`src/rtl/csw_pkg.sv`:
```
package csw_pkg;
    parameter int ADDR_W    = 32;
    parameter int NUM_CS    = 8;
    localparam int LG_W      = $clog2(ADDR_W + 1);
    localparam int IDX_W     = $clog2(NUM_CS);
    localparam int CFG_IDX_W = IDX_W + 1;
    localparam int BOOT_SLOT = NUM_CS;

    typedef struct packed {
        logic              en;
        logic [LG_W-1:0]   lg2;
        logic [ADDR_W-1:0] base;
    } win_t;

    // base <= a < base + 2**lg2, limit computed one bit wider
    function automatic logic in_window(input logic [ADDR_W-1:0] a, input win_t w);
        logic [ADDR_W:0] span;
        logic [ADDR_W:0] limit;
        span  = {{ADDR_W{1'b0}}, 1'b1} << w.lg2;
        limit = {1'b0, w.base} + span;
        return w.en && (a >= w.base) && ({1'b0, a} < limit);
    endfunction
endpackage

```
`src/rtl/csw_regs.sv`:
```
module csw_regs
    import csw_pkg::*;
(
    input  logic                 clk,
    input  logic                 rst,
    input  logic [ADDR_W-1:0]    boot_base,
    input  logic [LG_W-1:0]      boot_lg2,
    input  logic                 cfg_we,
    input  logic [CFG_IDX_W-1:0] cfg_idx,
    input  logic [ADDR_W-1:0]    cfg_base,
    input  logic [LG_W-1:0]      cfg_lg2,
    input  logic                 cfg_en,
    output win_t [NUM_CS-1:0]    wins,
    output win_t                 boot
);
    for (genvar i = 0; i < NUM_CS; i++) begin : g_win
        always_ff @(posedge clk) begin
            if (rst) begin
                wins[i] <= '0;
            end else if (cfg_we && cfg_idx == CFG_IDX_W'(i)) begin
                wins[i].en   <= cfg_en;
                wins[i].lg2  <= cfg_lg2;
                wins[i].base <= cfg_base;
            end
        end
    end

    always_ff @(posedge clk) begin
        if (rst) begin
            boot.en   <= 1'b1;
            boot.lg2  <= boot_lg2;
            boot.base <= boot_base;
        end else if (cfg_we && cfg_idx == CFG_IDX_W'(BOOT_SLOT)) begin
            boot.en <= cfg_en;
        end
    end

    logic [NUM_CS-1:0] en_vec;
    always_comb begin
        for (int i = 0; i < NUM_CS; i++) en_vec[i] = wins[i].en;
    end

    // only the boot window is live when reset ends
    a_r1_boot_only: assert property (@(posedge clk) disable iff (rst)
        $fell(rst) |-> (boot.en && en_vec == '0));
    // boot range never changes outside reset
    a_r9_boot_range_kept: assert property (@(posedge clk) disable iff (rst)
        !$fell(rst) |-> ($stable(boot.base) && $stable(boot.lg2)));
endmodule

```
`src/rtl/csw_match.sv`:
```
module csw_match
    import csw_pkg::*;
(
    input  logic [ADDR_W-1:0] addr,
    input  win_t [NUM_CS-1:0] wins,
    input  win_t              boot,
    output logic [NUM_CS-1:0] hits
);
    for (genvar i = 0; i < NUM_CS; i++) begin : g_cmp
        if (i == 0) begin : g_shared
            assign hits[i] = in_window(addr, wins[i]) || in_window(addr, boot);
        end else begin : g_plain
            assign hits[i] = in_window(addr, wins[i]);
        end
    end
endmodule

```
`src/rtl/csw_prio.sv`:
```
module csw_prio
    import csw_pkg::*;
(
    input  logic [NUM_CS-1:0] hits,
    output logic              any,
    output logic [IDX_W-1:0]  idx,
    output logic [NUM_CS-1:0] onehot
);
    always_comb begin
        idx    = '0;
        onehot = '0;
        for (int i = NUM_CS - 1; i >= 0; i--) begin
            if (hits[i]) begin
                idx    = IDX_W'(i);
                onehot = NUM_CS'(1) << i;
            end
        end
        any = |hits;
    end
endmodule

```
`src/rtl/csw_decoder.sv`:
```
module csw_decoder
    import csw_pkg::*;
(
    input  logic                 clk,
    input  logic                 rst,
    input  logic [ADDR_W-1:0]    boot_base,
    input  logic [LG_W-1:0]      boot_lg2,
    input  logic                 cfg_we,
    input  logic [CFG_IDX_W-1:0] cfg_idx,
    input  logic [ADDR_W-1:0]    cfg_base,
    input  logic [LG_W-1:0]      cfg_lg2,
    input  logic                 cfg_en,
    input  logic                 ts,
    input  logic [ADDR_W-1:0]    addr,
    output logic [NUM_CS-1:0]    cs_n,
    output logic                 hit,
    output logic [IDX_W-1:0]     sel_idx,
    output logic                 miss
);
    win_t [NUM_CS-1:0] wins;
    win_t              boot;
    logic [NUM_CS-1:0] hits;
    logic              any;
    logic [IDX_W-1:0]  win_idx;
    logic [NUM_CS-1:0] onehot;

    csw_regs u_regs (
        .clk(clk), .rst(rst), .boot_base(boot_base), .boot_lg2(boot_lg2),
        .cfg_we(cfg_we), .cfg_idx(cfg_idx), .cfg_base(cfg_base),
        .cfg_lg2(cfg_lg2), .cfg_en(cfg_en), .wins(wins), .boot(boot)
    );

    csw_match u_match (.addr(addr), .wins(wins), .boot(boot), .hits(hits));

    csw_prio u_prio (.hits(hits), .any(any), .idx(win_idx), .onehot(onehot));

    always_ff @(posedge clk) begin
        if (rst) begin
            cs_n    <= '1;
            hit     <= 1'b0;
            sel_idx <= '0;
            miss    <= 1'b0;
        end else if (ts) begin
            cs_n    <= ~onehot;
            hit     <= any;
            sel_idx <= any ? win_idx : '0;
            miss    <= ~any;
        end else begin
            miss    <= 1'b0;
        end
    end

    // never two selects at once
    a_r5_single_select: assert property (@(posedge clk) disable iff (rst)
        $countones(~cs_n) <= 1);
    // a miss leaves all selects idle
    a_r6_miss_idle: assert property (@(posedge clk) disable iff (rst)
        miss |-> (&cs_n && !hit));
    // no strobe, no change
    a_r7_hold: assert property (@(posedge clk) disable iff (rst)
        !ts |=> ($stable(cs_n) && $stable(sel_idx) && !miss));
    // a match on slot 0 always wins
    a_r4_slot0_wins: assert property (@(posedge clk) disable iff (rst)
        (ts && hits[0]) |=> (!cs_n[0] && sel_idx == '0));
endmodule

```
`config.mk`:
```
export PLATFORM = sky130hd
export DESIGN_NAME = csw_decoder
export DESIGN_NICKNAME = d
export VERILOG_FILES = /design/src/rtl/csw_pkg.sv /design/src/rtl/csw_regs.sv /design/src/rtl/csw_match.sv /design/src/rtl/csw_prio.sv /design/src/rtl/csw_decoder.sv
export SDC_FILE = /design/constraint.sdc
export NUM_CORES = 2
export LEC_CHECK = 0
export ABC_AREA = 1
export BUFFER_PORTS_ARGS = -buffer_cell sky130_fd_sc_hd__buf_2
export CORE_UTILIZATION = 59
export DETAILED_ROUTE_END_ITERATION = 16
export GPL_ROUTABILITY_DRIVEN = 0
export PLACE_DENSITY_LB_ADDON = 0.08
export SLEW_MARGIN = 20
export SYNTH_ARGS = -nofsm -noshare
export SYNTH_HDL_FRONTEND = slang
export SYNTH_HIERARCHICAL = 1
export SYNTH_SLANG_ARGS = --single-unit
```
`constraint.sdc`:
```
create_clock -name clk -period 4.2 [get_ports clk]
set_clock_uncertainty 0.05 [all_clocks]
set_input_delay 1.26 -clock clk [delete_from_list [all_inputs] [get_ports clk]]
set_output_delay 1.26 -clock clk [all_outputs]
set_load 0.02 [all_outputs]
```
## After elaboration in Yosys (flattened, before gate mapping)

Index checks and enable logic that the tools add are counted.

| operators by class | value |
|---|---|
| add/subtract/negate cells | 9 |
| $lt $le $gt $ge | 18 |
| equal/unequal tests | 8 |
| shift-type cells | 9 |
| mux-type cells | 17 |
| bitwise gates (word level) | 3 |
| reductions and logical operators | 31 |

Operator list:

| cell | count |
|---|---|
| 32-bit by 33-bit adder with 33-bit output | 9 |
| 32-bit by 33-bit less-than comparator with 1-bit output | 9 |
| 1-bit by 6-bit left shift with 33-bit output (first input constant) | 9 |
| 32-bit greater-or-equal comparator | 9 |
| 8-bit 2-to-1 mux | 8 |
| 1-bit logical AND | 27 |
| 3-bit 2-to-1 mux | 9 |
| 4-bit by 3-bit == test with 1-bit output (second input constant) | 4 |
| 4-bit by 2-bit == test with 1-bit output (second input constant) | 2 |
| 8-bit NOT | 1 |
| 8-bit OR reduction | 1 |
| 4-bit by 1-bit == test with 1-bit output (second input constant) | 1 |
| 4-bit == test (second input constant) | 1 |
| 4-bit logical NOT | 1 |
| 1-bit NOT | 2 |
| 2-bit OR reduction | 1 |
| 1-bit logical OR | 1 |

| storage, ports and cells | value |
|---|---|
| register bits | 364 |
| bits of input ports | 117 |
| output and inout port bits | 13 |

## Longest topological paths before layout

| depth | value |
|---|---|
| depth after elaboration | 13 |
| gate-level depth with buffers | 41 |
| depth with buffers taken out | 40 |

## Modules after synthesis

Netlist, hierarchy kept.

By module, submodules not included:

| module | times used | cells each | area an instance (sq um) | sequential area each (sq um) |
|---|---|---|---|---|
| csw_match | 1 | 5222 | 32287.2 | 0.0 |
| csw_regs | 1 | 1860 | 13496.7 | 7407.1 |
| csw_decoder | 1 | 64 | 493.0 | 260.2 |
| csw_prio | 1 | 32 | 190.2 | 0.0 |

## Least setup slack after synthesis

No wires, ideal clock.

| timing | value |
|---|---|
| path type | reg-to-reg |
| start | reg, netlist name u_regs/boot[32] |
| end | reg sel_idx[1] |
| setup time | 66 ps |
| data arrival time | 4294 ps |
| data required time | 4084 ps |
| setup slack | -210 ps |
| stages on the path, launching flop included | 34 |
| path buffers | 1 |
| period minus slack after synthesis | 4410 ps |
| cell sequence | edfxtp_1 -> clkbuf_1 -> clkinv_1 -> nor4_1 -> inv_1 -> nor2_1 -> inv_1 -> fa_1 -> o21ai_2 -> a21oi_4 -> o21ai_2 -> a21boi_4 -> o21ai_2 -> a21oi_2 -> xor2_1 -> ha_1 -> nand4_1 -> nor3_1 -> nand2_1 -> nand2_1 -> nand2_1 -> nand2_1 -> nand2_1 -> nand2_1 -> nand2_1 -> nand2_1 -> nand2_1 -> nand2_1 -> nand2_1 -> nor2_4 -> inv_1 -> a21oi_1 -> nand3_2 -> a21oi_2 |

| between the ends | value |
|---|---|
| longest elaborated chain between the ends | 7 |
| elaborated cells on any way between the ends | 8 |
| those cells by class | 1 x add/sub; 1 x order compare; 1 x shift; 2 x mux; 3 x reduce/logical |

Ends and longest elaborated chain:

| element | line | source |
|---|---|---|
| 1-bit by 6-bit left shift with 33-bit output | csw_pkg.sv:19 | `span = {{ADDR_W{1'b0}}, 1'b1} << w.lg2;` |
| 32-bit by 33-bit adder with 33-bit output | csw_pkg.sv:20 | `limit = {1'b0, w.base} + span;` |
| 32-bit by 33-bit less-than comparator with 1-bit output | csw_pkg.sv:21 | `return w.en && (a >= w.base) && ({1'b0, a} < limit);` |
| 1-bit logical AND | csw_pkg.sv:21 |  |
| 1-bit logical OR | csw_match.sv:11 | `assign hits[i] = in_window(addr, wins[i]) \|\| in_window(addr, boot);` |
| named net hits[0] | csw_decoder.sv:22 | `logic [NUM_CS-1:0] hits;` |
| 3-bit 2-to-1 mux | csw_prio.sv:13 | `if (hits[i]) begin` |
| named net win_idx[1] | csw_decoder.sv:24 | `logic [IDX_W-1:0] win_idx;` |
| 3-bit 2-to-1 mux | csw_decoder.sv:46 | `sel_idx <= any ? win_idx : '0;` |
| to (signal assigned) | csw_decoder.sv:46 |  |
| to (decl) | csw_decoder.sv:17 | `output logic [IDX_W-1:0] sel_idx,` |

The timed path passes the listed nets, and every way through them passes these cells.
A chain may end at the register's enable or synchronous reset.

## Worst setup path in the final report

| timing | value |
|---|---|
| start | reg, netlist name u_regs/wins[152] |
| end | reg cs_n[6] |

| between the ends | value |
|---|---|
| longest elaborated chain between the ends | 9 |

Ends and longest elaborated chain:

| element | line | source |
|---|---|---|
| 1-bit by 6-bit left shift with 33-bit output | csw_pkg.sv:19 |  |
| 32-bit by 33-bit adder with 33-bit output | csw_pkg.sv:20 |  |
| 32-bit by 33-bit less-than comparator with 1-bit output | csw_pkg.sv:21 |  |
| 1-bit logical AND | csw_pkg.sv:21 |  |
| named net hits[3] | csw_decoder.sv:22 |  |
| 8-bit 2-to-1 mux (4 in series) | csw_prio.sv:13 |  |
| named net onehot[6] | csw_decoder.sv:25 | `logic [NUM_CS-1:0] onehot;` |
| 8-bit NOT | csw_decoder.sv:44 | `cs_n <= ~onehot;` |
| to (signal assigned) | csw_decoder.sv:44 |  |
| to (decl) | csw_decoder.sv:15 | `output logic [NUM_CS-1:0] cs_n,` |

The timed path passes the listed nets, and every way through them passes these cells.

==> summary.txt <==
Power and ir drop
  – Psw: ~3.7 mW
  – Comb pwr share: 25.9%
  – Flop pwr share: 34.1%
  – Pleak: about 28 nW
  – Clock power share: 40.1%
  – Maximum vdd drop: ~0.00035 V
  – Switch share: between 30% and 40%
  – PD cells: approximately 190 nW/um2
  – Pint: 7.27 mW

Floorplan
  – Starting Density: about 60%
  – Io pins: 130
  – Die width: between 200 and 300 um
  – Core Rows: slightly above 100
  – Die area: approximately 80000 um2
  – Core area: 77700 um2
  – Die Y-Extent: about 280 um

Detailed routing
  – DRC errors left: 0
  – Metal3 WL: 21900 um
  – Met1 Wirelength: 70700 um
  – Routed wl met2: around 75000 um
  – TritonRoute pass-1 iters: 7
  – Drt initial violations: between 5000 and 6000
  – Final WL: between 150000 and 200000 um
  – Routed vias: about 53000
  – Via density per instance: approximately 5.8
  – Per-cell routed wire length: 19.7 um
  – ANT nets after route: 0
  – Highest metal used: met5

Finish
  – Nets@finish: around 9100
  – Synthesis-to-layout area growth: 24.4%
  – Design Area, Final: ~58000 um2
  – Share of cells above drive strength 1: between 15 and 20%
  – Final std cells w/o fill: between 9000 and 10000
  – Register area: 7690 um2
  – Number of fill cells: approximately 6400
  – Footprint of the multi-input gates: ~35000 um2
  – Post-Route Utilization: 74.4%

Timing
  – F_max: between 0.2 and 0.25 GHz
  – RSZ-0062 raised after global routing: true
  – Worst setup margin: -513 ps
  – Pins Over Slew Limit: 0
  – Max-slew headroom: approximately a third
  – Final Hold Violating Endpoints: 0
  – Tmin final: roughly 4700 ps
  – Worst Tran Pin Value: just over 1000 ps
  – Period utilization: 112%
  – Final Setup Violations: 13

Synth
  – Most used DFF post-synth: dfxtp_1
  – Post-Synthesis Net Count: between 8000 and 9000
  – Synth area leaders: ha_1, dfxtp_1, nand2_1
  – Flops & latches, synth: 364
  – Post-Synthesis Cells: around 7200
  – Number of synthesis warnings: 6
  – Most instantiated cells after synthesis: nand2_1, nor2_1, inv_1, ha_1, a21oi_1
  – Area of the mapped netlist: about 46000 um2
  – Avg Inst Size Synth: roughly 6.5 um2
  – Yosys cell types: 67
  – Largest area contributor in the netlist: ha_1
  – Asr flop ratio synth: 0%
  – Yosys top cell area share: 23.0%
  – Sequential cell area fraction in the yosys report: about 17%
  – Most frequent cell after synthesis: nand2_1
  – Post-synth EDFFs: 38

Placement
  – Port buffer count: roughly 130
  – DP HPWL: roughly 140000 um
  – Placed instance count: 9032
  – Placed cell area: between 50000 and 60000 um2

Worst setup path
  – Max FO, Critical Path: 5
  – Max stage delay cell, worst path: fa_2
  – Critical Path Sink Type: flip-flop
  – Largest stage delay, worst path: approximately 380 ps
  – CP startpoint kind: flip-flop
  – Cell mode on critical path: nand2_1
  – Worst EP arrival: 5150 ps
  – Worst Path Required: approximately 4600 ps
  – Crit Path Category: flip-flop to flip-flop
  – CP bufs+invs: 3
  – Cell family with most CP delay: simple AND/OR/NAND/NOR gates

Clock network
  – Clock transition at the registers of the reported paths: around 60 ps
  – Clk_lat worst skew: between 600 and 700 ps
  – CTS root buf: clkbuf_16
  – CTS Buffer Depth: 3
  – H-tree Lvls: 2
  – CTS Hold Buffers Added: 0
  – TritonCTS buffer count: 46
  – CTS tree: built
  – TritonCTS Sinks: 364

GRT
  – Initial antenna violation count: 12
  – Gr usage total: 43.9%
  – Vias in the first global route: slightly below 50000
  – Pin count of the biggest net entering global routing: 113
  – Grt ovf: 0
  – First-pass GRT wire length: 270000 um

Min path
  – Min-Delay Path Class: flip-flop to flip-flop

Run status
  – Status: finished with violations
  – Failing checks: negative setup slack

Job
  – Max cap viols: 0
==> final cells by class <==
class	count	area share (%)
Antenna cell	10	0.0433
Clock buffer	56	2.25
Clock inverter	30	0.606
Inverter	935	6.09
Multi-Input combinational cell	5700	61.3
Sequential cell	364	13.3
Tap cell	1040	2.25
Timing Repair Buffer	1061	14.1
==> cells in the final DEF, fill, tap and decap left out, drive strengths merged, types with 9 or more instances in the layout <==
cell    instances
a211oi         21
o21ai         229
nand4         268
ha            855
nor2         1353
dfxtp         326
o211ai         15
clkinv         12
a31oi          32
nand3b         14
and3            9
fa              9
diode          10
nor3           78
nand3         172
a21o           44
clkbuf         56
edfxtp         38
o21bai         44
a21boi         24
a221oi         15
o311ai         18
nor4           14
buf          1061
inv           941
nand2        1628
xor2           94
a21oi         526
o21a           37
xnor2         164
==> power by group through the flow <==
stage               sequential (mW)  clock [mW]  combinational, mW
finish                         3.73        4.39               2.84
CTS                            3.72        4.39               2.68
detailed placement             3.80           0               2.60
global route                   3.74        4.54               3.09
floorplan                      3.75           0               1.49
global placement               3.80           0               2.51
==> final timing paths <==
path | to | from | slack (ps) | depth (start not counted)
min | cs_n[1] | cs_n[1] | 430 | 2
min reg2reg | cs_n[1] | cs_n[1] | 430 | 2
max | cs_n[6] | u_regs/wins[152] | -510 | 34
max reg2reg | cs_n[6] | u_regs/wins[152] | -510 | 34
==> registers in the layout, indices dropped and copies added (netlist names) <==
name and flops:
cs_n 8, hit 1, miss 1, sel_idx 3, u_regs/boot 39, u_regs/wins 312
==> worst reg2reg max path, delay by kind of cell, from the launching register on <==
family	cells	cell delay [ps]
buffers and inverters	3	270
AND/OR/NAND/NOR	23	2310
flip-flops	1	340
AO/OA/AOI/OAI	5	750
adder cells (fa/ha/maj)	3	890
==> logic make-up after synthesis <==
| kind of cell | synth area share, % |
|---|---|
| AND/OR/NAND/NOR | 31.9 |
| XOR/XNOR | 4.88 |
| adder cells (fa/ha/maj) | 23.4 |
| AO/OA/AOI/OAI | 14.0 |
| flip-flops | 16.5 |
| buffers and inverters | 9.37 |
==> metrics by stage <==
stage / setup TNS (ps) / setup WS, ps / total power, mW / hold WS, ps
floorplan: 0 / 1.07 / 5.24 / 379
CTS: -2640 / -299 / 10.8 / 425
detailed placement: -5580 / -508 / 6.40 / 410
global placement: -4410 / -415 / 6.31 / 408
finish: -5360 / -513 / 11.0 / 427
global route: -8620 / -769 / 11.4 / 463
==> metal layers <==
| metal | GRT usage (%) | up-vias |
|---|---|---|
| li1 | - | 25500 |
| met1 | 55.6 | 24000 |
| met2 | 66.0 | 2713 |
| met3 | 11.0 | 730 |
| met4 | 28.7 | 6 |
| met5 | 0 | - |
==> repair_timing <==
item | in CTS | in global routing
setup endpoints to repair | 13 | 13
hold endpoints to repair | 0 | 0
buffers inserted | 33 | 38
resized for setup | 143 | 168
pin swaps | 79 | 145
(Power assumes the default switching activity.)
